File: config.mk
export PLATFORM = sky130hd
export DESIGN_NAME = commit_thread_pick
export DESIGN_NICKNAME = d
export VERILOG_FILES = /design/src/rtl/cmt_pick_pkg.sv /design/src/rtl/cmt_elig.sv /design/src/rtl/cmt_oldest.sv /design/src/rtl/cmt_rr_list.sv /design/src/rtl/commit_thread_pick.sv
export SDC_FILE = /design/constraint.sdc
export NUM_CORES = 1
export LEC_CHECK = 0
export ABC_AREA = 1
export BUFFER_PORTS_ARGS = -buffer_cell sky130_fd_sc_hd__buf_2
export CORE_MARGIN = 1.5
export CORE_UTILIZATION = 50
export DETAILED_ROUTE_END_ITERATION = 6
export GPL_ROUTABILITY_DRIVEN = 0
export GPL_TIMING_DRIVEN = 0
export PLACE_DENSITY = 0.88
export SLEW_MARGIN = 20
export SYNTH_ARGS = -nofsm -noshare
export SYNTH_HDL_FRONTEND = slang
export SYNTH_SLANG_ARGS = --single-unit
File: constraint.sdc
create_clock -name clk -period 17.1 [get_ports clk]
set_input_delay 0.855 -clock clk [delete_from_list [all_inputs] [get_ports clk]]
set_output_delay 0.855 -clock clk [all_outputs]
set_load 0.05 [all_outputs]
File: src/rtl/cmt_pick_pkg.sv
package cmt_pick_pkg;
   localparam logic [2:0] ST_RUN        = 3'd0;
   localparam logic [2:0] ST_IDLE       = 3'd1;
   localparam logic [2:0] ST_SQUASH     = 3'd2;
   localparam logic [2:0] ST_TRAP_WAIT  = 3'd3;
   localparam logic [2:0] ST_FETCH_TRAP = 3'd4;

   localparam logic [1:0] POL_AGGR   = 2'd0;
   localparam logic [1:0] POL_RR     = 2'd1;
   localparam logic [1:0] POL_OLDEST = 2'd2;
   localparam logic [1:0] POL_OFF    = 2'd3;

   localparam int ST_W = 3;

   function automatic logic state_commits(input logic [2:0] s);
      return (s == ST_RUN) || (s == ST_IDLE) || (s == ST_FETCH_TRAP);
   endfunction
endpackage

File: src/rtl/cmt_elig.sv
module cmt_elig
   import cmt_pick_pkg::*;
#(
   parameter int NUM_THREADS = 4
) (
   input  logic [NUM_THREADS*ST_W-1:0] thr_state_i,
   input  logic [NUM_THREADS-1:0]      rob_empty_i,
   input  logic [NUM_THREADS-1:0]      head_ready_i,
   output logic [NUM_THREADS-1:0]      state_ok_o,
   output logic [NUM_THREADS-1:0]      elig_o
);
   for (genvar t = 0; t < NUM_THREADS; t++) begin : g_thr
      assign state_ok_o[t] = state_commits(thr_state_i[t*ST_W +: ST_W]);
      assign elig_o[t]     = state_ok_o[t] & ~rob_empty_i[t] & head_ready_i[t];
   end
endmodule

File: src/rtl/cmt_oldest.sv
module cmt_oldest #(
   parameter int NUM_THREADS = 4,
   parameter int SEQ_W       = 32,
   parameter int TID_W       = 2
) (
   input  logic [NUM_THREADS-1:0]       elig_i,
   input  logic [NUM_THREADS*SEQ_W-1:0] seq_i,
   output logic                         found_o,
   output logic [TID_W-1:0]             tid_o
);
   logic [SEQ_W-1:0] best;

   always_comb begin
      found_o = 1'b0;
      tid_o   = '0;
      best    = '1;
      for (int i = 0; i < NUM_THREADS; i++) begin
         if (elig_i[i] && (!found_o || (seq_i[i*SEQ_W +: SEQ_W] < best))) begin
            found_o = 1'b1;
            best    = seq_i[i*SEQ_W +: SEQ_W];
            tid_o   = TID_W'(i);
         end
      end
   end
endmodule

File: src/rtl/cmt_rr_list.sv
module cmt_rr_list #(
   parameter int NUM_THREADS = 4,
   parameter int TID_W       = 2
) (
   input  logic                   clk,
   input  logic                   rst_n,
   input  logic [NUM_THREADS-1:0] elig_i,
   input  logic                   advance_i,
   output logic                   found_o,
   output logic [TID_W-1:0]       tid_o
);
   localparam int ORD_W = NUM_THREADS * TID_W;

   logic [ORD_W-1:0] order_q;
   logic [ORD_W-1:0] order_d;
   int               win_pos;

   always_comb begin
      found_o = 1'b0;
      tid_o   = '0;
      win_pos = 0;
      for (int p = 0; p < NUM_THREADS; p++) begin
         if (!found_o && elig_i[order_q[p*TID_W +: TID_W]]) begin
            found_o = 1'b1;
            tid_o   = order_q[p*TID_W +: TID_W];
            win_pos = p;
         end
      end
   end

   always_comb begin
      order_d = order_q;
      if (advance_i && found_o) begin
         for (int i = 0; i < NUM_THREADS - 1; i++) begin
            if (i >= win_pos) order_d[i*TID_W +: TID_W] = order_q[(i+1)*TID_W +: TID_W];
         end
         order_d[(NUM_THREADS-1)*TID_W +: TID_W] = tid_o;
      end
   end

   always_ff @(posedge clk) begin
      if (!rst_n) begin
         for (int i = 0; i < NUM_THREADS; i++) order_q[i*TID_W +: TID_W] <= TID_W'(i);
      end else begin
         order_q <= order_d;
      end
   end

   // Order must stay a permutation of the thread indices
   always @(posedge clk) begin
      if (rst_n) begin
         for (int t = 0; t < NUM_THREADS; t++) begin
            int hits;
            hits = 0;
            for (int p = 0; p < NUM_THREADS; p++)
               if (order_q[p*TID_W +: TID_W] == TID_W'(t)) hits++;
            p_perm_r4: assert (hits == 1) else $error("order lost thread %0d", t);
         end
      end
   end

   p_hold_r4: assert property (@(posedge clk) disable iff (!rst_n)
      !(advance_i && found_o) |=> $stable(order_q));
   p_tail_r4: assert property (@(posedge clk) disable iff (!rst_n)
      (advance_i && found_o) |=> order_q[(NUM_THREADS-1)*TID_W +: TID_W] == $past(tid_o));
endmodule

File: src/rtl/commit_thread_pick.sv
module commit_thread_pick
   import cmt_pick_pkg::*;
#(
   parameter int NUM_THREADS = 4,
   parameter int SEQ_W       = 32,
   parameter int TID_W       = (NUM_THREADS > 1) ? $clog2(NUM_THREADS) : 1
) (
   input  logic                         clk,
   input  logic                         rst_n,
   input  logic [1:0]                   policy_i,
   input  logic [NUM_THREADS*ST_W-1:0]  thr_state_i,
   input  logic [NUM_THREADS-1:0]       rob_empty_i,
   input  logic [NUM_THREADS-1:0]       head_ready_i,
   input  logic [NUM_THREADS*SEQ_W-1:0] head_seq_i,
   input  logic                         grant_used_i,
   output logic                         sel_valid_o,
   output logic [TID_W-1:0]             sel_tid_o
);
   if (NUM_THREADS < 1 || NUM_THREADS > 8) begin : g_bad_cnt
      $error("NUM_THREADS must be 1..8");
   end
   if (SEQ_W < 1) begin : g_bad_seq
      $error("SEQ_W must be positive");
   end

   logic [NUM_THREADS-1:0] state_ok;
   logic [NUM_THREADS-1:0] elig;

   cmt_elig #(.NUM_THREADS(NUM_THREADS)) u_elig (
      .thr_state_i (thr_state_i),
      .rob_empty_i (rob_empty_i),
      .head_ready_i(head_ready_i),
      .state_ok_o  (state_ok),
      .elig_o      (elig)
   );

   if (NUM_THREADS == 1) begin : g_single
      assign sel_valid_o = state_ok[0];
      assign sel_tid_o   = '0;

      p_single_r9: assert property (@(posedge clk) disable iff (!rst_n)
         sel_valid_o == state_commits(thr_state_i[ST_W-1:0]));
   end else begin : g_multi
      logic             old_found, rr_found;
      logic [TID_W-1:0] old_tid, rr_tid;
      logic             rr_mode;

      assign rr_mode = (policy_i == POL_RR);

      cmt_oldest #(.NUM_THREADS(NUM_THREADS), .SEQ_W(SEQ_W), .TID_W(TID_W)) u_oldest (
         .elig_i (elig),
         .seq_i  (head_seq_i),
         .found_o(old_found),
         .tid_o  (old_tid)
      );

      cmt_rr_list #(.NUM_THREADS(NUM_THREADS), .TID_W(TID_W)) u_rr (
         .clk      (clk),
         .rst_n    (rst_n),
         .elig_i   (elig),
         .advance_i(grant_used_i && rr_mode),
         .found_o  (rr_found),
         .tid_o    (rr_tid)
      );

      always_comb begin
         sel_valid_o = 1'b0;
         sel_tid_o   = '0;
         unique case (policy_i)
            POL_AGGR, POL_OLDEST: begin
               sel_valid_o = old_found;
               sel_tid_o   = old_found ? old_tid : '0;
            end
            POL_RR: begin
               sel_valid_o = rr_found;
               sel_tid_o   = rr_found ? rr_tid : '0;
            end
            default: begin
               sel_valid_o = 1'b0;
               sel_tid_o   = '0;
            end
         endcase
      end

      p_state_ok_r1: assert property (@(posedge clk) disable iff (!rst_n)
         sel_valid_o |-> state_commits(thr_state_i[sel_tid_o*ST_W +: ST_W]));
      p_ready_r2: assert property (@(posedge clk) disable iff (!rst_n)
         sel_valid_o |-> (!rob_empty_i[sel_tid_o] && head_ready_i[sel_tid_o]));
      p_none_r7: assert property (@(posedge clk) disable iff (!rst_n)
         (elig == '0) |-> (!sel_valid_o && sel_tid_o == '0));
      p_off_r10: assert property (@(posedge clk) disable iff (!rst_n)
         (policy_i == POL_OFF) |-> !sel_valid_o);

      // Oldest and aggressive modes: no eligible thread may be strictly older
      always @(posedge clk) begin
         if (rst_n && sel_valid_o && (policy_i == POL_OLDEST || policy_i == POL_AGGR)) begin
            for (int t = 0; t < NUM_THREADS; t++) begin
               p_oldest_r5: assert (!elig[t] ||
                  head_seq_i[t*SEQ_W +: SEQ_W] > head_seq_i[sel_tid_o*SEQ_W +: SEQ_W] ||
                  (head_seq_i[t*SEQ_W +: SEQ_W] == head_seq_i[sel_tid_o*SEQ_W +: SEQ_W] &&
                   TID_W'(t) >= sel_tid_o))
                  else $error("older eligible thread %0d skipped", t);
            end
         end
      end
   end
endmodule

## Word-level counts from Yosys, hierarchy flattened

Index checks and enable logic that the tools add are counted.

| operators by class | value |
|---|---|
| magnitude comparators | 10 |
| equality and inequality tests | 10 |
| mux-type cells | 33 |
| bitwise operators | 12 |
| reductions and logical operators | 34 |

Operators by type and width:

| kind | number |
|---|---|
| 32-bit less-than comparator | 3 |
| 32-bit two-way mux | 3 |
| 2-bit two-way mux | 10 |
| 1-bit two-way mux | 14 |
| 3-bit by 1-bit == test with 1-bit output, second input constant | 4 |
| 3-bit == test, second input constant | 4 |
| 3-bit logical NOT | 4 |
| 2-bit by 3-bit less-than comparator with 1-bit output, second input constant | 4 |
| 1-bit logical OR | 11 |
| 1-bit bitwise AND | 8 |
| 1-bit binary-select mux with 2-bit select | 4 |
| 1-bit logical AND | 8 |
| 1-bit logical NOT | 6 |
| 2-bit AND reduction | 3 |
| 1-bit by 2-bit >= comparator with 1-bit output, first input constant | 2 |
| 1-bit inverter | 4 |
| 2-bit case mux with 2 select lines | 1 |
| 2-bit by 1-bit == test with 1-bit output, second input constant | 1 |
| 2-bit == test, second input constant | 1 |
| 2-bit >= comparator, first input constant | 1 |
| 2-bit logical NOT | 1 |
| 1-bit case mux with 2 select lines | 1 |
| 2-bit OR reduction | 1 |

| word-level totals | value |
|---|---|
| register bits | 8 |
| input bits | 153 |
| logic and storage cells | 103 |

## Logic depth before layout (Yosys ltp)

Gate-level depths: netlist of the first run.

| logic depth | value |
|---|---|
| word-level depth | 20 |
| mapped depth | 54 |

## Modules after synthesis

From an unflattened synthesis of the first run, not the netlist that was laid out.

| unflattened totals | value |
|---|---|
| cell total of the unflattened synthesis | 613 |
| area total of the unflattened synthesis | 3,637.2 um^2 |

By module, submodules not included:

| module | instances | cells each | area each (um^2) | seq. area each (um^2) |
|---|---|---|---|---|
| cmt_oldest | 1 | 475 | 2,852.7 | 0.0 |
| cmt_rr_list | 1 | 94 | 590.6 | 160.2 |
| cmt_elig | 1 | 28 | 125.1 | 0.0 |
| commit_thread_pick | 1 | 16 | 68.8 | 0.0 |

## Worst setup path after synthesis of the first run

OpenSTA, ideal clock, no wires.

| timing | value |
|---|---|
| path type | input to output |
| start | input head_ready_i[0] |
| end | output sel_tid_o[1] |
| arrival | 6.022 ns |
| required time | 16.245 ns |
| setup slack | 10.223 ns |
| stages | 44 |
| cell sequence | inv_1 > nor2_4 > nand3_1 > clkbuf_1 > nor2_1 > ha_1 > nand2_1 > o21a_1 > o221a_2 > nand2_1 > nand2_1 > nand2_1 > nand2_2 > nand2_4 > clkbuf_1 > nand2_1 > o21ai_0 > ha_1 > (+8 left out) > nand2_1 > buf_2 > clkbuf_1 > nand2_1 > o21ai_0 > ha_1 > a21oi_1 > nor2_1 > a211oi_1 > o221a_2 > nand2_1 > nand2_1 > nand2_1 > nand2_1 > nand2_1 > nand2_1 > nand2_1 > nand2_1 |

| on the way | value |
|---|---|
| longest elaborated chain between the ends | 16 |
| elaborated cells on any way between the ends | 47 |

Ends and longest elaborated chain:

| item | line | text |
|---|---|---|
| start: declaration | commit_thread_pick.sv:13 | `input logic [NUM_THREADS-1:0] head_ready_i,` |
| 1-bit bitwise AND * | cmt_elig.sv:14 | `assign elig_o[t] = state_ok_o[t] & ~rob_empty_i[t] & head_ready_i[t];` |
| 32-bit two-way mux / 1-bit two-way mux (equally long branches) | cmt_oldest.sv:18 | `if (elig_i[i] && (!found_o \|\| (seq_i[i*SEQ_W +: SEQ_W] < best))) begin` |
| 32-bit less-than comparator / 1-bit logical NOT (equally long branches) | cmt_oldest.sv:18 |  |
| 1-bit logical OR | cmt_oldest.sv:18 |  |
| 1-bit logical AND | cmt_oldest.sv:18 |  |
| 32-bit two-way mux / 1-bit two-way mux (equally long branches) | cmt_oldest.sv:18 |  |
| 32-bit less-than comparator / 1-bit logical NOT (equally long branches) | cmt_oldest.sv:18 |  |
| 1-bit logical OR | cmt_oldest.sv:18 |  |
| 1-bit logical AND | cmt_oldest.sv:18 |  |
| 32-bit two-way mux / 1-bit two-way mux (equally long branches) | cmt_oldest.sv:18 |  |
| 32-bit less-than comparator / 1-bit logical NOT (equally long branches) | cmt_oldest.sv:18 |  |
| 1-bit logical OR | cmt_oldest.sv:18 |  |
| 1-bit logical AND | cmt_oldest.sv:18 |  |
| 2-bit two-way mux / 1-bit two-way mux (equally long branches) | cmt_oldest.sv:18 |  |
| 2-bit two-way mux | commit_thread_pick.sv:72 | `sel_tid_o = old_found ? old_tid : '0;` |
| 2-bit case mux with 2 select lines * | commit_thread_pick.sv:69 | `unique case (policy_i)` |
| end: declaration | commit_thread_pick.sv:17 | `output logic [TID_W-1:0] sel_tid_o` |

Mark *: on every way between the ends. The rest lies on a longest branch, timed or not. The select of a mux whose other input is x is not followed.

## Worst setup path after layout of the first run

| timing | value |
|---|---|
| start | input head_ready_i[0] |
| end | output sel_tid_o[0] |

The elaborated chain is that of the path after synthesis.

==> results.md, run 1 <==
- Biggest register: g_multi.u_rr.order_q
- Min Tclk post-route: 8.269 ns
- Fin. Hold Viols: 0
- Crit Path Max Fanout: 10
- Share of cells above drive strength 1: 23.26%
- Capture point of the worst reg-to-reg path: g_multi.u_rr.order_q[1]
- Relative slew slack: around two thirds
- Worst skew pair latency: between 0.2 and 0.25 ns
- Resized cells post-CTS: 0
- Worst reg2reg path depth: 18
- Cell Pwr Density: 28.42 nW/µm²
- CTS Buf Count: 3
- Fmax: ~120 MHz
- Largest regs: g_multi.u_rr.order_q x8
- Post-synthesis sequential area ratio: 4.641%
- IO buf count: around 160
- Core area: ~6700 µm²
- Gr ovfl total: 0
- Final slew viol count: 0
- Ranking of synthesized cells by area: ha_1, nand2_1, o21ai_0, a21oi_1, nor2_1
- Chip width: ~86 µm
- Clock skew: 0.001670 ns
- TritonCTS Sinks: 8
- Outcome: finished clean
- Cell taking the most area after synthesis: ha_1
- Syn_nets: between 800 and 900
- Worst endpoint required time: between 15 and 20 ns
- Commonest register cell after synthesis: dfxtp_1
- Detailed Route Iter0 Violations: 242
- VDD IR-drop max: slightly above 0.00004 V
- Asr flop ratio synth: 0%
- RSZ-0062 raised after global routing: no
- CTS Hold Bufs: 0
- CTS tree: done
- Synthesized flop and latch total: 8
- Reg-to-reg critical path startpoint: g_multi.u_rr.order_q[0]
- N_diodes: 0
- Initial Util: just over 50%
- Reg clk slew, reported paths: about 0.04 ns
- Hold WC Path Type: flop to flop
- Total wire length: about 11,000 µm
- Chip height: between 80 and 90 µm
- Critical path's largest stage delay: 0.40 ns
- Arr. time, crit path: 7.41 ns
- Filler Cells Inserted: 660
- Hold Worst Slack: ~0.52 ns
- Most common cell in the netlist: nand2_1
- DRC: 0
- Max reg flops: 8
- Worst slew pin tran: between 0.5 and 0.6 ns
- Post-CTS Setup Bufs: 0
- Final setup fails: 0
- Hold depth: 2
- Slowest cell on the critical path: clkbuf_1
- DR WL/cell: around 13 µm
- Fin crit share: 48.36%
- H-tree depth: 1
- Post-synth EDFFs: 0
- Max clock buf depth: 2
- R2r setup slk: 14.79 ns
- Setup CP Type: primary input to output pin
- Antenna viol nets, final: 0
- Vias in the first global route: around 4,400
- Initial DRT Pass Iterations: 5
- Ports: between 150 and 200
- Crit. End Element: output pin
- Initial antenna violation count: 0
- Root buffer cell: clkbuf_8
- Die Footprint: 7409 µm²
- Syn. warnings: 0
- Critical Path Start Type: primary input
- Avg Cell Area, Syn: around 6.0 µm²
- Most Frequent Cell on Critical Path: nand2_1
- Worst hold start: g_multi.u_rr.order_q[3]
- Commonest cells in the netlist: nand2_1, ha_1, o21ai_0, nor2_1, a21oi_1
- Total Routing Usage GR: about 28%
- Maximum number of pins on one net before global-route repair: 11
- Leak pwr: around 2.5 nW
- NumNets Final: 977
- Ratio of routed vias to standard cells: around 5.7
- Vias: around 4,600
- Yosys top cell area share: between 30% and 40%
- Global-route wire length before repair: between 15,000 and 20,000 µm
- Setup TNS: 0 ns
- Post-DP HPWL: 9265 µm
- Max_cap viols: 0
- Crit path from: head_ready_i[0]
- Synth unique cells: 35
- Area grow syn2layout: 26.58%
- WHS Endpoint: g_multi.u_rr.order_q[1]
- Netlist Area Pre-Place: around 3500 µm²
- FP Rows: 30
- Post-Syn Instances: between 500 and 600
[final cells by class]
type / instances / area (µm²) / area share (%)
well taps: 80 / 100.1 / 2.292
multi-input cells: 505 / 3064 / 70.15
repair buffers: 155 / 775.7 / 17.76
flip-flops and latches: 8 / 160.2 / 3.667
inverters: 43 / 161.4 / 3.695
clock buffers: 3 / 41.29 / 0.9453
plain buffers: 17 / 65.06 / 1.490
[metrics by stage]
step / cells / power, mW / setup slack (ns) / util, % / instance area (µm²)
3_5_place_dp: 808 / 0.1008 / 8.888 / 64.39 / 4327
6_report: 811 / 0.1242 / 8.831 / 65.01 / 4368
3_3_place_gp: 808 / 0.09694 / 8.990 / 64.39 / 4327
5_1_grt: 811 / 0.1362 / 8.167 / 65.01 / 4368
4_1_cts: 811 / 0.1239 / 8.875 / 65.01 / 4368
2_1_floorplan: 573 / 0.06746 / 10.22 / - / 3451
[cells in the final DEF, fill, tap and decap left out, types with 2 or more instances in the layout]
cell type  Yosys  routed
nand3_1        8       8
buf_2          1     156
a21oi_1       51      51
inv_2          3       3
and3_1         3       3
nand4_1       15      15
o211ai_1       3       3
o21ai_0       76      76
dfxtp_1        8       8
nor3_1         2       2
clkinv_1       4       4
a211oi_1       7       7
o221ai_1       4       4
nor4_1         3       3
nor2_1        56      56
nand2_2        2       2
inv_1         36      36
o221a_2        2       2
clkbuf_8       0       3
nand2_1      167     167
clkbuf_1      15      15
ha_1          91      91
o21a_1         3       3
[cell families (layout without fill, tap and decap cells)]
family / after synthesis / after routing / synth area share, %
AO/OA/AOI/OAI: 153 / 153 / 24.51
buffers and inverters: 60 / 218 / 6.562
flip-flops: 8 / 8 / 4.641
adder cells (fa/ha/maj): 91 / 91 / 32.99
AND/OR/NAND/NOR: 261 / 261 / 31.29
[report_power, final]
group | total, mW | internal (mW) | switching, mW
clock network | 0.0226 | 0.0152 | 0.00734
registers | 0.0205 | 0.0197 | 0.000883
logic | 0.0810 | 0.0346 | 0.0464
total | 0.124 | 0.0695 | 0.0546
[layer usage]
| metal | track usage [%] | share of wire [%] |
|---|---|---|
| met3 | 1.444 | 6.4 |
| met2 | 51.90 | 49 |
| met5 | 0 | 0 |
| met1 | 34.41 | 41 |
| met4 | 10.41 | 2.8 |
[critical path: cells and delay by family]
family | cells | cell delay [ns]
buffers and inverters | 7 | 1.69
adder cells (fa/ha/maj) | 3 | 0.96
AO/OA/AOI/OAI | 10 | 1.66
AND/OR/NAND/NOR | 26 | 2.20
[worst max path at each step]
| stage | slack, ns | end |
|---|---|---|
| global placement | 8.99 | sel_tid_o[1] |
| finish | 8.83 | sel_tid_o[0] |
| global route | 8.17 | sel_tid_o[1] |
| floorplan | 10.22 | sel_tid_o[1] |
| detailed placement | 8.89 | sel_tid_o[0] |
| CTS | 8.87 | sel_tid_o[0] |
Power figures use the tool's default switching activity.
==> run 2, diff against run 1 <==
--- a/config.mk
+++ b/config.mk
@@ -5,14 +5,14 @@
 export SDC_FILE = /design/constraint.sdc
 export NUM_CORES = 1
 export LEC_CHECK = 0
-export ABC_AREA = 1
+export ABC_AREA = 0
 export BUFFER_PORTS_ARGS = -buffer_cell sky130_fd_sc_hd__buf_2
 export CORE_MARGIN = 1.5
-export CORE_UTILIZATION = 50
+export CORE_UTILIZATION = 46
 export DETAILED_ROUTE_END_ITERATION = 6
 export GPL_ROUTABILITY_DRIVEN = 0
 export GPL_TIMING_DRIVEN = 0
-export PLACE_DENSITY = 0.88
+export PLACE_DENSITY = 0.83
 export SLEW_MARGIN = 20
 export SYNTH_ARGS = -nofsm -noshare
 export SYNTH_HDL_FRONTEND = slang
==> constraint.sdc (replaced) <==
create_clock -name clk -period 7 [get_ports clk]
set_input_delay 0.35 -clock clk [delete_from_list [all_inputs] [get_ports clk]]
set_output_delay 0.35 -clock clk [all_outputs]
set_load 0.05 [all_outputs]
==> results.md, run 2 <==
- Outcome: finished, violations left
- Failing checks: negative setup slack
- Filler Cells Inserted: 530 (-20%)
- Reg clk slew, reported paths: 0.05 ns (about the same)
- Design area: 6230 µm² (+43%)
- Cell Pwr Density: 64.15 nW/µm² (+130%)
- Avg Cell Area, Syn: 7.426 µm² (+23%)
- Yosys top cell area share: 29.09% (-3.9 points)
- Clock skew: 0.007037 ns (+0.005367 ns)
- Multi-input gate area: 4294 µm² (+40%)
- Fin crit share: 119.3%
- DP Area: 4971 µm² (+15%)
- R2r setup slk: 4.90 ns (-9.89 ns)
- Total Routing Usage GR: 32.53% (+4.3 points)
- FP Rows: 33 (+10%)
- Most frequent cells in the layout: buf_2, ha_1, nand2_1
- Fin. Hold Viols: 0 (unchanged)
- Post-synth EDFFs: 0 (unchanged)
- Ranking of synthesized cells by area: ha_1, o21ai_0, nand2_1, mux2_2, nor2_1
- CTS tree: done
- Synthesized flop and latch total: 8 (unchanged)
- CTS Hold Bufs: 0 (unchanged)
- Fin worst setup slack: -1.350 ns (-10.18 ns)
- Initial antenna violation count: 0 (unchanged)
- TritonCTS Sinks: 8 (unchanged)
- Detailed Route Iter0 Violations: 216 (-11%)
- Post-DP HPWL: 10,940 µm (+18%)
- Max_cap viols: 0 (unchanged)
- Post-Syn Instances: 527 (-8.0%)
- N_diodes: 0 (unchanged)
- Reg area: 160.2 µm² (unchanged)
- Die Footprint: 9071 µm² (+22%)
- Post-synthesis sequential area ratio: 4.092% (-0.55 points)
- Share of cells above drive strength 1: 49.87% (+27 points)
- IO buf count: 155 (unchanged)
- Setup TNS: -2.651 ns (-2.651 ns)
- Final slew viol count: 0 (unchanged)
- Maximum number of pins on one net before global-route repair: 11 (unchanged)
- Critical Path Start Type: primary input
- H-tree depth: 1 (unchanged)
- RSZ-0062 raised after global routing: yes
- Crit. End Element: output pin
- Core area: 8217 µm² (+22%)
- Ports: 156 (unchanged)
- Hold depth: 2 (unchanged)
- Vias: 5,337 (+15%)
- Most common cell in the netlist: ha_1
- Antenna viol nets, final: 0 (unchanged)
- Max clock buf depth: 2 (unchanged)
- Worst endpoint required time: 6.65 ns (-9.60 ns)
- Slowest cell on the critical path: or4_1
- Worst slew pin tran: 0.8818 ns (+0.3642 ns)
- Critical path's largest stage delay: 0.51 ns (+0.11 ns)
- Leak pwr: 3.019 nW (+22%)
- Max reg flops: 8 (unchanged)
- Crit Path Max Fanout: 10 (unchanged)
- Largest regs: g_multi.u_rr.order_q x8
- Total wire length: 16,040 µm (+51%)
- Pre-CTS setup slack: -1.944 ns (-10.83 ns)
- Worst skew pair latency: 0.23 ns (about the same)
- Area grow syn2layout: 59.18%
- Leading cell type in the layout, fill and taps excluded: buf_2
- Fmax: roughly 120 MHz
- Arr. time, crit path: 8.00 ns (+0.59 ns)
- Chip width: 95.24 µm (+11%)
- Relative slew slack: 40.76% (-25 points)
- Hold WC Path Type: primary input to flop
- Commonest cells in the netlist: ha_1, nand2_1, o21ai_0, nor2_1, inv_1
- NumNets Final: 988 (+1.1%)
- DRC: 0 (unchanged)
- Chip height: 95.24 µm (+11%)
- Ratio of routed vias to standard cells: 6.301 (+10%)
- Setup CP Type: primary input to output pin
- Asr flop ratio synth: 0% (unchanged)
- Root buffer cell: clkbuf_8
- Global-route wire length before repair: 23,780 µm (+35%)
- Worst reg2reg path depth: 7 (-11)
- Cell taking the most area after synthesis: ha_1
- Final setup fails: 2 (+2)
- Min Tclk post-route: around 8.3 ns
- CTS Buf Count: 3 (unchanged)
- VDD IR-drop max: 0.00007332 V (+78%)
- Initial Util: 47.63% (-3.7 points)
- Netlist Area Pre-Place: 3914 µm² (+13%)
- Biggest register: g_multi.u_rr.order_q
- Syn_nets: 771 (-5.6%)
- Gr ovfl total: 0 (unchanged)
- DR WL/cell: 18.94 µm (+44%)
- Commonest register cell after synthesis: dfxtp_1
- Vias in the first global route: 5,361 (+22%)
- Syn. warnings: 0 (unchanged)
- Initial DRT Pass Iterations: 5 (unchanged)
- Synth unique cells: 54 (+54%)
## run 2: cell count changes after synthesis, moves of 6 or more
| cell | previous run | this run |
|---|---|---|
| nor2b_1 | 0 | 7 |
| nand3_1 | 8 | 14 |
| nand2b_1 | 0 | 8 |
| clkbuf_1 | 15 | 7 |
| a21oi_1 | 51 | 30 |
| mux2_2 | 0 | 17 |
| or3_1 | 0 | 6 |
| mux2i_1 | 0 | 8 |
| o21ai_0 | 76 | 55 |
| nand2_1 | 167 | 65 |
| nor2_1 | 56 | 43 |
| mux2_4 | 0 | 10 |
| a21o_1 | 0 | 7 |
| nor3_1 | 2 | 9 |
## run 2: stage by stage
| stage | hold WS, ns | total power [mW] | utilization [%] | std cells |
|---|---|---|---|---|
| after floorplan | 0.4119 | 0.1790 | - | 527 |
| after detailed placement | 0.5498 | 0.2663 | 60.50 | 787 |
| after global placement | 0.5215 | 0.2574 | 60.50 | 787 |
| after CTS | 0.3504 | 0.3614 | 70.84 | 831 |
| final | 0.3731 | 0.3996 | 75.82 | 847 |
| after global routing | 0.3743 | 0.4245 | 75.82 | 847 |
## run 2: report_power, final
group	internal, mW	switching, mW	total [mW]
clock	0.0373	0.0190	0.0563
combinational	0.142	0.153	0.295
sequential	0.0466	0.00141	0.0481
total	0.226	0.173	0.400
## run 2: worst paths after layout
path / from / to
setup / recovery: thr_state_i[2] / sel_tid_o[0]
hold / removal: rst_n / g_multi.u_rr.order_q[2]
setup reg to reg: g_multi.u_rr.order_q[0] / g_multi.u_rr.order_q[6]
hold reg to reg: g_multi.u_rr.order_q[7] / g_multi.u_rr.order_q[7]
## run 2: worst max-delay path, delay by kind of cell
| family | cells | cell delay (ns) |
|---|---|---|
| compound gates | 14 | 2.55 |
| fa+ha+maj | 3 | 0.92 |
| buf+inv | 10 | 1.52 |
| mux | 1 | 0.32 |
| simple gates | 12 | 2.30 |
## run 2: timing repair
action                                  4_1_cts  5_1_grt
gates resized for setup                     112       67
cloned                                        5        1
pin swaps                                    39       38
endpoints found under the setup margin        2        2
buffers inserted                             38       19
## run 2: kinds of logic after synthesis
group	Yosys count	synth area share [%]
fa+ha+maj	91	29.09
xor+xnor	1	0.2238
buf+inv	50	5.499
mux	45	15.09
simple gates	189	23.18
compound gates	143	22.83
flops	8	4.092
## run 2: final cells by class
class	instances	area share (%)
flip-flops and latches	8	2.571
inverters	35	2.109
repair buffers	215	21.17
plain buffers	11	2.450
multi-input cells	470	68.93
clock buffers	3	0.6628
well taps	105	2.109
## run 2: routing by layer
layer	vias up	GRT usage, %	share of wire [%]
met1	2478	37.23	38
li1	2421	-	-
met4	0	12.44	4.4
met2	357	59.81	49
met5	-	0	0
met3	81	5.104	8.5
